$ cat config.mk
export PLATFORM = sky130hd
export DESIGN_NAME = phase_offset_calc
export DESIGN_NICKNAME = d
export VERILOG_FILES = /design/src/rtl/poc_pkg.sv /design/src/rtl/poc_phase_err.sv /design/src/rtl/poc_sorted_buf.sv /design/src/rtl/poc_median.sv /design/src/rtl/phase_offset_calc.sv
export SDC_FILE = /design/constraint.sdc
export NUM_CORES = 1
export LEC_CHECK = 0
export BUFFER_PORTS_ARGS = -buffer_cell sky130_fd_sc_hd__buf_2
export CAP_MARGIN = 15
export CORE_MARGIN = 2
export CORE_UTILIZATION = 40
export DETAILED_ROUTE_END_ITERATION = 12
export GPL_TIMING_DRIVEN = 0
export PLACE_DENSITY = 0.56
export REMOVE_ABC_BUFFERS = 1
export SKIP_LAST_GASP = 1
export SYNTH_ARGS = -nofsm -noshare
export SYNTH_HDL_FRONTEND = slang
export SYNTH_SLANG_ARGS = --single-unit
export TNS_END_PERCENT = 50
$ cat constraint.sdc
create_clock -name clk -period 6.7 [get_ports clk]
set_input_delay 1.005 -clock clk [delete_from_list [all_inputs] [get_ports clk]]
set_output_delay 1.005 -clock clk [all_outputs]
set_load 0.02 [all_outputs]
$ cat src/rtl/poc_pkg.sv
package poc_pkg;

  // Clip a value into the symmetric range [-lim, lim].
  function automatic int clip(input int v, input int lim);
    if (v > lim) return lim;
    if (v < -lim) return -lim;
    return v;
  endfunction

  // Mean of two values, rounded toward zero (integer division semantics).
  function automatic int mid_mean(input int a, input int b);
    return (a + b) / 2;
  endfunction

endpackage

$ cat src/rtl/poc_phase_err.sv
module poc_phase_err #(
  parameter int SLOT_W   = 8,
  parameter int SLOT_LEN = 1000,
  parameter int TX_DELAY = 40,
  parameter int CYC_W    = 10,
  parameter int PE_W     = 12
) (
  input  logic [SLOT_W-1:0]      rx_slot,
  input  logic [SLOT_W-1:0]      local_slot,
  input  logic [CYC_W-1:0]       local_cycle,
  output logic signed [PE_W-1:0] pe
);
  localparam int PE_MAX = 2 ** (PE_W - 1) - 1;

  int raw;

  always_comb begin
    // expected arrival (sender slot start + tx delay, in local frame) minus actual
    raw = (int'(rx_slot) - int'(local_slot)) * SLOT_LEN + TX_DELAY - int'(local_cycle);
    pe  = PE_W'(poc_pkg::clip(raw, PE_MAX));
  end

endmodule

$ cat src/rtl/poc_sorted_buf.sv
module poc_sorted_buf #(
  parameter  int DEPTH = 8,
  parameter  int PE_W  = 12,
  localparam int CNT_W = $clog2(DEPTH + 1)
) (
  input  logic                   clk,
  input  logic                   rst_n,
  input  logic                   clr,
  input  logic                   wr_en,
  input  logic signed [PE_W-1:0] wr_val,
  output logic [CNT_W-1:0]       cnt,
  output logic signed [PE_W-1:0] ent [DEPTH]
);
  logic signed [PE_W-1:0] ent_q [DEPTH];
  logic signed [PE_W-1:0] ent_d [DEPTH];
  logic [CNT_W-1:0]       cnt_q;
  logic [DEPTH-1:0]       keep;

  // keep[i]: entry i is valid and not above the new value, so it stays put.
  // Because the buffer is ascending, keep is a prefix of ones.
  generate
    for (genvar i = 0; i < DEPTH; i++) begin : g_lane
      assign keep[i] = (CNT_W'(i) < cnt_q) && (ent_q[i] <= wr_val);
      if (i == 0) begin : g_head
        assign ent_d[i] = keep[i] ? ent_q[i] : wr_val;
      end else begin : g_body
        assign ent_d[i] = keep[i]   ? ent_q[i] :
                          keep[i-1] ? wr_val   : ent_q[i-1];
      end
    end
  endgenerate

  always_ff @(posedge clk or negedge rst_n) begin
    if (!rst_n) begin
      cnt_q <= '0;
      for (int k = 0; k < DEPTH; k++) ent_q[k] <= '0;
    end else if (clr) begin
      cnt_q <= '0;
    end else if (wr_en) begin
      cnt_q <= cnt_q + CNT_W'(1);
      ent_q <= ent_d;
    end
  end

  assign cnt = cnt_q;
  assign ent = ent_q;

endmodule

$ cat src/rtl/poc_median.sv
module poc_median #(
  parameter  int DEPTH = 8,
  parameter  int PE_W  = 12,
  localparam int CNT_W = $clog2(DEPTH + 1)
) (
  input  logic [CNT_W-1:0]       cnt,
  input  logic signed [PE_W-1:0] ent [DEPTH],
  output logic signed [PE_W-1:0] med
);
  logic [CNT_W-1:0]       lo_idx;
  logic [CNT_W-1:0]       hi_idx;
  logic signed [PE_W-1:0] lo_v;
  logic signed [PE_W-1:0] hi_v;

  always_comb begin
    lo_idx = (cnt - CNT_W'(1)) >> 1;
    hi_idx = cnt >> 1;
    lo_v   = '0;
    hi_v   = '0;
    for (int i = 0; i < DEPTH; i++) begin
      if (CNT_W'(i) == lo_idx) lo_v = ent[i];
      if (CNT_W'(i) == hi_idx) hi_v = ent[i];
    end
    // odd count: lo_idx == hi_idx, so the mean is the middle value itself
    if (cnt == '0) med = '0;
    else           med = PE_W'(poc_pkg::mid_mean(int'(lo_v), int'(hi_v)));
  end

endmodule

$ cat src/rtl/phase_offset_calc.sv
module phase_offset_calc #(
  parameter  int SLOT_W   = 8,
  parameter  int SLOT_LEN = 1000,
  parameter  int TX_DELAY = 40,
  parameter  int DEPTH    = 8,
  localparam int CYC_W    = $clog2(SLOT_LEN),
  localparam int PE_W     = CYC_W + 2
) (
  input  logic                   clk,
  input  logic                   rst_n,
  input  logic                   frame_start,
  input  logic                   rx_strobe,
  input  logic [SLOT_W-1:0]      rx_slot,
  input  logic [SLOT_W-1:0]      local_slot,
  input  logic [CYC_W-1:0]       local_cycle,
  input  logic                   calc_req,
  output logic signed [PE_W-1:0] offset,
  output logic                   offset_valid,
  output logic                   rx_dropped
);
  localparam int CNT_W = $clog2(DEPTH + 1);

  logic signed [PE_W-1:0] pe;
  logic signed [PE_W-1:0] med;
  logic [CNT_W-1:0]       cnt_q;
  logic signed [PE_W-1:0] ent [DEPTH];
  logic                   buf_full;
  logic                   wr_en;
  logic                   drop_d, drop_q;
  logic                   valid_d, valid_q;
  logic signed [PE_W-1:0] offset_d, offset_q;

  poc_phase_err #(
    .SLOT_W(SLOT_W), .SLOT_LEN(SLOT_LEN), .TX_DELAY(TX_DELAY),
    .CYC_W(CYC_W), .PE_W(PE_W)
  ) err_i (
    .rx_slot(rx_slot), .local_slot(local_slot), .local_cycle(local_cycle), .pe(pe)
  );

  poc_sorted_buf #(.DEPTH(DEPTH), .PE_W(PE_W)) buf_i (
    .clk(clk), .rst_n(rst_n), .clr(frame_start), .wr_en(wr_en),
    .wr_val(pe), .cnt(cnt_q), .ent(ent)
  );

  poc_median #(.DEPTH(DEPTH), .PE_W(PE_W)) med_i (
    .cnt(cnt_q), .ent(ent), .med(med)
  );

  // next-state
  always_comb begin
    buf_full = (cnt_q == CNT_W'(DEPTH));
    wr_en    = rx_strobe && !frame_start && !buf_full;
    drop_d   = rx_strobe && !frame_start && buf_full;
    valid_d  = calc_req;
    offset_d = calc_req ? med : offset_q;
  end

  // registers
  always_ff @(posedge clk or negedge rst_n) begin
    if (!rst_n) begin
      drop_q   <= 1'b0;
      valid_q  <= 1'b0;
      offset_q <= '0;
    end else begin
      drop_q   <= drop_d;
      valid_q  <= valid_d;
      offset_q <= offset_d;
    end
  end

  assign offset       = offset_q;
  assign offset_valid = valid_q;
  assign rx_dropped   = drop_q;

endmodule

## Word-level counts from Yosys, hierarchy flattened

Index checks and enable logic that the tools add are counted.

- Memory bits (writable): 0
- Memories kept: 0
- Latch bits: 0
- Flip-flop bits (word level): 114
- Output and inout bits: 14
- Logic and storage cells: 121
- Memory bits (read-only): 0

- Reduce and logical (&&, ||, !) cells: 25
- Div/mod/pow operators: 0
- Eq/ne operators: 15
- Multipliers: 1
- Multiplexer cells: 33
- Shift operators: 0
- Bitwise operators: 10
- $add $sub $neg: 7
- $lt $le $gt $ge: 18

Operator list:

| operator | number |
|---|---|
| two-way mux 12 bit | 27 |
| <= comparator 12 bit | 8 |
| adder 32 x 7 -> 32 bit, second input constant | 1 |
| greater-than comparator 32 x 12 -> 1 bit, second input constant | 1 |
| < comparator 32 x 12 -> 1 bit, second input constant | 1 |
| multiplier 32 x 8 -> 29 bit, second input constant | 1 |
| subtractor 32 x 11 -> 32 bit | 1 |
| == test 3 bit, first input constant | 8 |
| AND reduction 3 bit | 8 |
| < comparator 3 x 4 -> 1 bit, first input constant | 4 |
| adder 12 x 12 -> 13 bit | 1 |
| adder 12 x 1 -> 12 bit | 1 |
| == test 2 x 3 -> 1 bit, first input constant | 4 |
| zero test 4 bit | 3 |
| logical AND 1 bit | 11 |
| two-way mux 11 bit | 1 |
| NOT 1 bit | 9 |
| subtractor 8 x 8 -> 9 bit | 1 |
| < comparator 1 x 4 -> 1 bit, first input constant | 2 |
| < comparator 2 x 4 -> 1 bit, first input constant | 2 |
| two-way mux 4 bit | 2 |
| == test 1 x 3 -> 1 bit, first input constant | 2 |
| adder 4 x 1 -> 4 bit, second input constant | 1 |
| == test 4 bit, second input constant | 1 |
| other kinds (5) | 8 |

## Logic depth before layout (Yosys ltp)

Gate-level depths: netlist of the first run.

- Word-level depth: 14
- Mapped depth: 57
- Gate-level depth less buffers: 54

## Modules after synthesis

A second synthesis of the first run with hierarchy kept.

- Cells, all modules: 1516
- Area, all modules: 14031.0 um^2

Modules (own cells, without submodules):

| module | cells each | area an instance (um^2) | times used |
|---|---|---|---|
| poc_sorted_buf | 655 | 7033.0 | 1 |
| poc_phase_err | 468 | 3618.5 | 1 |
| poc_median | 363 | 2813.9 | 1 |
| phase_offset_calc | 30 | 565.5 | 1 |

## Least setup slack after synthesis of the first run

No wires, ideal clock.

- Path type: input to register
- Start: in rx_slot[0]
- End: reg buf_i.ent_q, in the netlist buf_i.ent[40]
- Required time: 6.572 ns
- Stages: 53
- Slack: -6.026 ns
- Data arrival time: 12.598 ns
- Buffers on the path: 3
- Library setup time: 0.128 ns
- Cells stage by stage: inv_1 -> ha_1 -> fa_1 -> nor2b_1 -> o21ai_0 -> a21oi_1 -> o21ai_0 -> a21oi_1 -> o21ai_0 -> nand2b_1 -> clkbuf_1 -> inv_1 -> ha_1 -> xor2_1 -> fa_1 -> inv_1 -> fa_1 -> inv_1 -> [17 not listed] -> and3_1 -> a221o_1 -> xor2_1 -> inv_2 -> nand2_1 -> clkbuf_1 -> o21ai_1 -> inv_1 -> ha_1 -> a21o_1 -> a22o_1 -> or4b_2 -> a311o_1 -> a211o_1 -> o211ai_1 -> buf_2 -> mux2_2 -> mux2_1

- Word-level cells in the longest chain between the ends: 13
- Elaborated cells on any way between the ends: 20
- Classes of those cells: add/sub (3); mul (1); order compare (4); mux (8); bitwise (1); reduce/logical (3)

RTL lines:

| element | line | RTL |
|---|---|---|
| start: declaration | phase_offset_calc.sv:13 | `input logic [SLOT_W-1:0] rx_slot,` |
| subtractor 8 x 8 -> 9 bit (*) | poc_phase_err.sv:19 | `raw = (int'(rx_slot) - int'(local_slot)) * SLOT_LEN + TX_DELAY - int'(local_cycle);` |
| multiplier 32 x 8 -> 29 bit (*) | poc_phase_err.sv:19 |  |
| adder 32 x 7 -> 32 bit (*) | poc_phase_err.sv:19 |  |
| subtractor 32 x 11 -> 32 bit (*) | poc_phase_err.sv:19 |  |
| greater-than comparator 32 x 12 -> 1 bit / < comparator 32 x 12 -> 1 bit (equally long branches) | poc_pkg.sv:5, poc_pkg.sv:6 |  |
| two-way mux 11 bit / two-way mux 1 bit (equally long branches) | poc_pkg.sv:5, poc_pkg.sv:6 |  |
| two-way mux 12 bit / two-way mux 1 bit (equally long branches) | poc_pkg.sv:6 | `if (v < -lim) return -lim;` |
| two-way mux 12 bit | poc_pkg.sv:7 | `return v;` |
| two-way mux 12 bit (*) | poc_pkg.sv:6 |  |
| <= comparator 12 bit | poc_sorted_buf.sv:23 | `assign keep[i] = (CNT_W'(i) < cnt_q) && (ent_q[i] <= wr_val);` |
| logical AND 1 bit | poc_sorted_buf.sv:23 |  |
| NOT 1 bit (no source line) | - |  |
| AND reduction 3 bit (no source line) | - |  |
| end signal: assignment | poc_sorted_buf.sv:41 | `ent_q <= ent_d;` |
| end: declaration | poc_sorted_buf.sv:14 | `logic signed [PE_W-1:0] ent_q [DEPTH];` |

Mark *: on every way between the ends. The rest lies on a longest branch, timed or not. The select of a mux whose other input is x is not followed.
A chain may end at the register's enable or synchronous reset.

## Worst setup path in the final report of the first run

- Start: in local_slot[1]
- End: reg buf_i.ent_q, in the netlist buf_i.ent[38]

- Word-level cells in the longest chain between the ends: 13
- Elaborated cells on any way between the ends: 20
- Classes of those cells: add/sub (3); mul (1); order compare (4); mux (8); bitwise (1); reduce/logical (3)

RTL lines:

| element | line | RTL |
|---|---|---|
| start: declaration | phase_offset_calc.sv:14 | `input logic [SLOT_W-1:0] local_slot,` |
| subtractor 8 x 8 -> 9 bit (*) | poc_phase_err.sv:19 |  |
| multiplier 32 x 8 -> 29 bit (*) | poc_phase_err.sv:19 |  |
| adder 32 x 7 -> 32 bit (*) | poc_phase_err.sv:19 |  |
| subtractor 32 x 11 -> 32 bit (*) | poc_phase_err.sv:19 |  |
| greater-than comparator 32 x 12 -> 1 bit / < comparator 32 x 12 -> 1 bit (equally long branches) | poc_pkg.sv:5, poc_pkg.sv:6 |  |
| two-way mux 11 bit / two-way mux 1 bit (equally long branches) | poc_pkg.sv:5, poc_pkg.sv:6 |  |
| two-way mux 12 bit / two-way mux 1 bit (equally long branches) | poc_pkg.sv:6 |  |
| two-way mux 12 bit | poc_pkg.sv:7 |  |
| two-way mux 12 bit (*) | poc_pkg.sv:6 |  |
| <= comparator 12 bit | poc_sorted_buf.sv:23 |  |
| logical AND 1 bit | poc_sorted_buf.sv:23 |  |
| NOT 1 bit (no source line) | - |  |
| AND reduction 3 bit (no source line) | - |  |

Marks and branches as above.

==> results.md, run 1 <==
- Most used routing layer: met2
- Clock period minus worst slack: 11.19 ns
- DRT iter0 DRCs: 1107
- GRT overflow: 0
- Final TNS setup: -420.62 ns
- Mean routed wirelength per cell: 20.8 µm
- CTS buffer count: 17
- Cell Area, Synth: 14800 µm²
- Starting Density: 0.404
- Root buffer cell: clkbuf_16
- Max Clock Freq: 89.3 MHz
- Core area: 36500 µm²
- Routed WL: 48.6 mm
- Final hold violation count: 0
- Most common cell in the netlist: ha_1
- Pins Over Slew Limit: 0
- Sequential area share after synthesis: 0.193
- Initial DRT Pass Iterations: 5
- CTS tree: yes
- DRC: 0
- Req. time, crit path: 7.02 ns
- Post-DP HPWL: 32.5 mm
- Global-route wire length before repair: 74.9 mm
- Met3 Usage GRT: 0.0426
- Die ar.: 38500 µm²
- Register bit count reported by yosys: 114
- Syn Inst Count: 1667
- Ratio of cells with drive above 1 in the final layout: 0.354
- Initial antenna violation count: 2
- Clock-pin slew on the worst setup and hold paths: 0.05 ns
- Status: finished, violations left
- CTS sink count: 114
- Max-cap viol count: 0
- Crit Path Max Fanout: 6
- Slowest cell on crit path: fa_1
- Util after Layout: 0.534
- Slew HR: 0.287
- Vias post-DR: 13700
- Vias in the first global route: 13500
- Setup WS post-layout: -4.49 ns
- Met1 usage in global routing: 0.345
- Synth cell types: 97
- Largest net degree at the start of global routing: 78
- FFs w/ async S/R, synth: 1.00
- Slew @ Worst Pin: 1.06 ns
- Area delta synth->final: 32.1%
- Hold Crit Class: in2async
- Clock Skews: 0.0144 ns
- Synth area leaders: dfrtp_1 19%, ha_1 15%, mux2_2 5.4%, mux2i_1 5.1%, mux4_2 4.6%
- Fillers: 3178
- Crit-path max cell delay: 0.54 ns
- Synth Warn #: 0
- Synth top area share: 0.193
- Buffer depth of the longest clock path: 2
- Antenna viol nets, final: 0
- ANT cells: 0
- Row cnt: 70
- Clk_lat worst skew: 0.44 ns
- Fin cells: 2336
- Die height: 196 µm
- Startpoint Class: primary input
- Unrepaired setup endpoints after global routing: true
- CP arrival: 11.51 ns
- PortBufs: 44
- R2r setup slk: -0.76 ns
- H-Tree Level Count: 4
- Die width: 196 µm
- Final setup fails: 108
- Average size of a mapped cell: 8.86 µm²
- Via density: 5.87
- Top FF cell, synth: dfrtp_1
- Nets: 2087
- Global-route usage over all layers: 0.248
- # IOs: 45
- Crit path capture type: register
- EDFF count, synth: 0
- Met2 GRT Util: 0.393
- Post-synth top cells: 175 x ha_1, 166 x inv_1, 129 x nand2_1
- Inst Count DP: 2123
- CP Class: in2reg
- Final RePlAce weighted congestion: 0.890
- Failing checks: negative setup slack
- Cell taking the most area after synthesis: dfrtp_1
- Hold Slack: 0.478 ns
- Final clock period utilization by the worst path: 1.67
-- worst paths after layout --
kind / startpoint / to / cells after the start
worst max register to register: buf_i.cnt[1]$_DFFE_PN0P_ / offset[10]$_DFFE_PN0P_ / 28
worst max-delay path: local_slot[1] / buf_i.ent[38]$_DFFE_PN0P_ / 56
worst min-delay path: rst_n / offset_valid$_DFF_PN0_ / 1
max in group asynchronous: rst_n / buf_i.ent[25]$_DFFE_PN0P_ / 2
worst min register to register: offset[1]$_DFFE_PN0P_ / offset[1]$_DFFE_PN0P_ / 2
min in group clk: offset[1]$_DFFE_PN0P_ / offset[1]$_DFFE_PN0P_ / 2
-- layout by cell type (no fill, tap or decap), types with 30 or more instances in the layout --
cell | synthesis | final
buf_2 | 13 | 41
mux2i_1 | 76 | 74
buf_6 | 1 | 36
mux4_2 | 30 | 30
xnor2_1 | 46 | 43
mux2_2 | 71 | 48
xor2_1 | 41 | 30
nand2_1 | 129 | 109
a21oi_1 | 107 | 81
a21o_1 | 36 | 36
buf_4 | 2 | 136
ha_1 | 175 | 135
dfrtp_1 | 114 | 112
inv_1 | 166 | 142
nor2_1 | 83 | 64
ha_4 | 0 | 37
o21ai_0 | 78 | 56
mux2_4 | 2 | 54
-- through the flow --
stage / worst slack (ns) / area (µm²)
final: -4.49 / 19500
after floorplan: -6.66 / 14500
after global routing: -4.85 / 19500
after global placement: -10.29 / 15300
after CTS: -4.35 / 18600
after detailed placement: -9.30 / 15500
-- flip-flops by register name, summed over array words and instances, names as in the netlist --
name / count
buf_i.cnt: 4
buf_i.ent: 96
offset: 12
offset_valid: 1
rx_dropped: 1
-- repair_timing --
item                                    4_1_cts  5_1_grt
pin swaps                                   123      109
gates resized for setup                     306      125
buffers inserted                            126       46
gates cloned                                  8        1
endpoints found under the setup margin      108      108
hold buffers                                  0        0
-- critical path, delay by kind of cell --
family	cells	cell delay, ns
AO/OA/AOI/OAI	17	3.04
XOR/XNOR	3	0.48
adder cells (fa/ha/maj)	8	2.67
buffers and inverters	12	1.38
multiplexers	3	0.73
AND/OR/NAND/NOR	13	2.19
-- cell families (layout without fill, tap and decap cells) --
kind of cell / Yosys count / in the layout / share of synthesized area
AND/OR/NAND/NOR: 423 / 427 / 0.148
AO/OA/AOI/OAI: 376 / 379 / 0.169
buffers and inverters: 236 / 430 / 0.0621
multiplexers: 227 / 227 / 0.190
adder cells (fa/ha/maj): 203 / 203 / 0.185
flip-flops: 114 / 114 / 0.193
XOR/XNOR: 88 / 88 / 0.0527
-- per-layer routing --
metal	wire [µm]	vias to the layer above
li1	-	6435
met1	22500	6724
met2	21800	470
met3	3000	82
met4	1290	2
met5	9	-
-- cell type report --
cell class / count / area (µm²) / area share
clock buffers: 22 / 484 / 0.0248
repair buffers: 228 / 1940 / 0.0995
well taps: 468 / 586 / 0.0300
clock inverters: 10 / 130 / 0.00667
multi-input cells: 1324 / 12800 / 0.658
flip-flops and latches: 114 / 2860 / 0.146
inverters: 170 / 677 / 0.0347
Power of run 1 is not shown: default switching activity piles up to over one toggle a cycle in this logic, so the estimate is an artifact.
==> run 2: changes to the inputs <==
ABC_AREA = 1   (was not set)
BUFFER_PORTS_ARGS = not set   (was -buffer_cell sky130_fd_sc_hd__buf_2)
DONT_BUFFER_PORTS = 1   (was not set)
PLACE_DENSITY = 0.55   (was 0.56)
==> results.md, run 2 <==
- Status: finished, violations left (unchanged)
- Failing checks: max-capacitance violations, negative setup slack (was negative setup slack)
- Final hold violation count: 0 (unchanged)
- Unrepaired setup endpoints after global routing: true (unchanged)
- Via density: 5.44 (was 5.87)
- Mean routed wirelength per cell: 19.0 µm (was 20.8 µm)
- R2r setup slk: -0.08 ns (was -0.76 ns)
- CP Class: in2reg (unchanged)
- Crit-path max cell delay: 0.54 ns (about the same)
- Nets: 2690 (was 2087)
- Max FFs per register: 96 (unchanged)
- Sequential area share after synthesis: 0.192 (was 0.193)
- Fin cells: 2939 (was 2336)
- DRT iter0 DRCs: 1339 (was 1107)
- Vias in the first global route: 15000 (was 13500)
- Synth area leaders: dfrtp_1 19%, nand2_1 19%, ha_1 15%, inv_1 9.2%, nand3_1 6.5% (was dfrtp_1 19%, ha_1 15%, mux2_2 5.4%, mux2i_1 5.1%, mux4_2 4.6%)
- Row cnt: 70 (unchanged)
- FFs w/ async S/R, synth: 1.00 (unchanged)
- Starting Density: 0.406 (was 0.404)
- Clock period minus worst slack: 9.48 ns (was 11.19 ns)
- PortBufs: 0 (was 44)
- Hold Slack: 0.261 ns (was 0.478 ns)
- Setup WS post-layout: -2.78 ns (was -4.49 ns)
- Cell taking the most area after synthesis: dfrtp_1 (unchanged)
- FF+latch area: 2850 µm² (was 2860 µm²)
- Routed WL: 55.7 mm (was 48.6 mm)
- GRT overflow: 0 (unchanged)
- Die ar.: 38600 µm² (was 38500 µm²)
- CTS buffer count: 17 (unchanged)
- Slew HR: 0.0671 (was 0.287)
- Initial DRT Pass Iterations: 7 (was 5)
- DRC: 0 (unchanged)
- Fillers: 3571 (was 3178)
- CP arrival: 9.81 ns (was 11.51 ns)
- Req. time, crit path: 7.03 ns (was 7.02 ns)
- Cts hold-fix bufs: 0 (unchanged)
- Largest net degree at the start of global routing: 115 (was 78)
- Most frequent cells in the layout: 620 x nand2_1, 338 x inv_1, 167 x nand3_1, 144 x buf_4, 143 x ha_1 (was 142 x inv_1, 136 x buf_4, 135 x ha_1, 112 x dfrtp_1, 109 x nand2_1)
- Pins Over Slew Limit: 0 (unchanged)
- Most common cell in the netlist: nand2_1 (was ha_1)
- Cell Area, Synth: 14800 µm² (about the same)
- Antenna viol nets, final: 0 (unchanged)
- Root buffer cell: clkbuf_16 (unchanged)
- Synth Warn #: 0 (unchanged)
- Vias post-DR: 16000 (was 13700)
- Die width: 196 µm (about the same)
- Slew @ Worst Pin: 1.39 ns (was 1.06 ns)
- Post-DP HPWL: 37.6 mm (was 32.5 mm)
- Final clock period utilization by the worst path: 1.42 (was 1.67)
- Register bit count reported by yosys: 114 (unchanged)
- Most common cell after layout, fill and taps aside: nand2_1 (was inv_1)
- Clk_lat worst skew: 0.44 ns (about the same)
- Ratio of cells with drive above 1 in the final layout: 0.259 (was 0.354)
- Clock-pin slew on the worst setup and hold paths: 0.06 ns (was 0.05 ns)
- Average size of a mapped cell: 6.48 µm² (was 8.86 µm²)
- # IOs: 45 (unchanged)
- Inst Count DP: 2701 (was 2123)
- Crit Path Max Fanout: 7 (was 6)
- Core area: 36500 µm² (unchanged)
- Post-synth top cells: 749 x nand2_1, 362 x inv_1, 192 x nand3_1 (was 175 x ha_1, 166 x inv_1, 129 x nand2_1)
- Crit path capture type: register (unchanged)
- Area delta synth->final: 30.8% (was 32.1%)
- CTS tree: yes (unchanged)
- Synth top area share: 0.192 (was 0.193)
- Hold Crit Class: in2async (unchanged)
- Syn Inst Count: 2287 (was 1667)
- H-Tree Level Count: 4 (unchanged)
- Die height: 196 µm (about the same)
- Final RePlAce weighted congestion: 1.03 (was 0.890)
- Clock Skews: 0.0109 ns (was 0.0144 ns)
- Synth cell types: 53 (was 97)
- CTS sink count: 114 (unchanged)
- Final setup fails: 98 (was 108)
- Buffer depth of the longest clock path: 2 (unchanged)
- Global-route wire length before repair: 83.2 mm (was 74.9 mm)
- Max-cap viol count: 1 (was 0)
- ANT cells: 0 (unchanged)
- Top FF cell, synth: dfrtp_1 (unchanged)
- Startpoint Class: primary input (unchanged)
- Global-route usage over all layers: 0.278 (was 0.248)
- Area of the multi-input gates: 11900 µm² (was 12800 µm²)
- Slowest cell on crit path: fa_1 (unchanged)
- Initial antenna violation count: 0 (was 2)
- Max Clock Freq: 105 MHz (was 89.3 MHz)
- EDFF count, synth: 0 (unchanged)
[run 2: worst max-delay path, delay by kind of cell]
kind | cells | cell delay, ns
buffers and inverters | 15 | 1.17
XOR/XNOR | 2 | 0.46
adder cells (fa/ha/maj) | 9 | 3.36
AO/OA/AOI/OAI | 5 | 0.77
AND/OR/NAND/NOR | 33 | 3.02
[run 2: layer usage]
metal | up-vias | GRT usage | share of wire
li1 | 7697 | - | -
met1 | 7496 | 0.372 | 0.43
met2 | 623 | 0.452 | 0.46
met3 | 165 | 0.0373 | 0.069
met4 | 0 | 0.117 | 0.048
met5 | - | 0 | 0
[run 2: final timing paths]
kind                                           start                   endpoint  cells past startpoint
setup / recovery                          rx_slot[0]  buf_i.ent[44]$_DFFE_PN0P_                     64
hold / removal                                 rst_n      offset[1]$_DFFE_PN0P_                      0
setup reg to reg            buf_i.cnt[1]$_DFFE_PN0P_     offset[11]$_DFFE_PN0P_                     47
hold reg to reg            buf_i.ent[72]$_DFFE_PN0P_  buf_i.ent[72]$_DFFE_PN0P_                      2
max in group asynchronous                      rst_n   buf_i.ent[9]$_DFFE_PN0P_                      0
min in group clk           buf_i.ent[72]$_DFFE_PN0P_  buf_i.ent[72]$_DFFE_PN0P_                      2
[run 2: cell type report]
cell class | count | share of cell area
timing repair inverter | 3 | 0.00110
tap | 468 | 0.0302
clock buffer | 20 | 0.0236
clock inverter | 12 | 0.00930
timing repair buffer | 197 | 0.0933
inverter | 386 | 0.0798
multi-input combinational | 1739 | 0.615
sequential | 114 | 0.147
[run 2: cells by family (layout without fill, tap and decap cells)]
family | after synthesis | count (layout) | synth area share
and+or+nand+nor | 1197 | 1207 | 0.350
AOI/OAI and AO/OA | 280 | 280 | 0.117
xor gates and xnor gates | 51 | 51 | 0.0319
adders and majority gates | 201 | 201 | 0.183
buffers and inverters | 444 | 618 | 0.126
DFF | 114 | 114 | 0.192
[run 2: timing repair]
action / CTS / global route
gates resized for setup: 197 / 267
cloned: 5 / 11
pin swaps: 84 / 165
setup buffers: 126 / 66
endpoints found under the setup margin: 96 / 104
[run 2: through the flow]
stage / TNS (ns) / util / setup slack (ns) / area, µm²
6_report: -260.29 / 0.531 / -2.78 / 19400
3_5_place_dp: -577.83 / 0.411 / -6.24 / 15000
5_1_grt: -309.31 / 0.531 / -3.23 / 19400
2_1_floorplan: -307.30 / - / -3.30 / 14400
3_3_place_gp: -571.65 / 0.411 / -6.14 / 15000
4_1_cts: -263.21 / 0.483 / -2.81 / 17700
Power of run 2 is left out for the same reason.
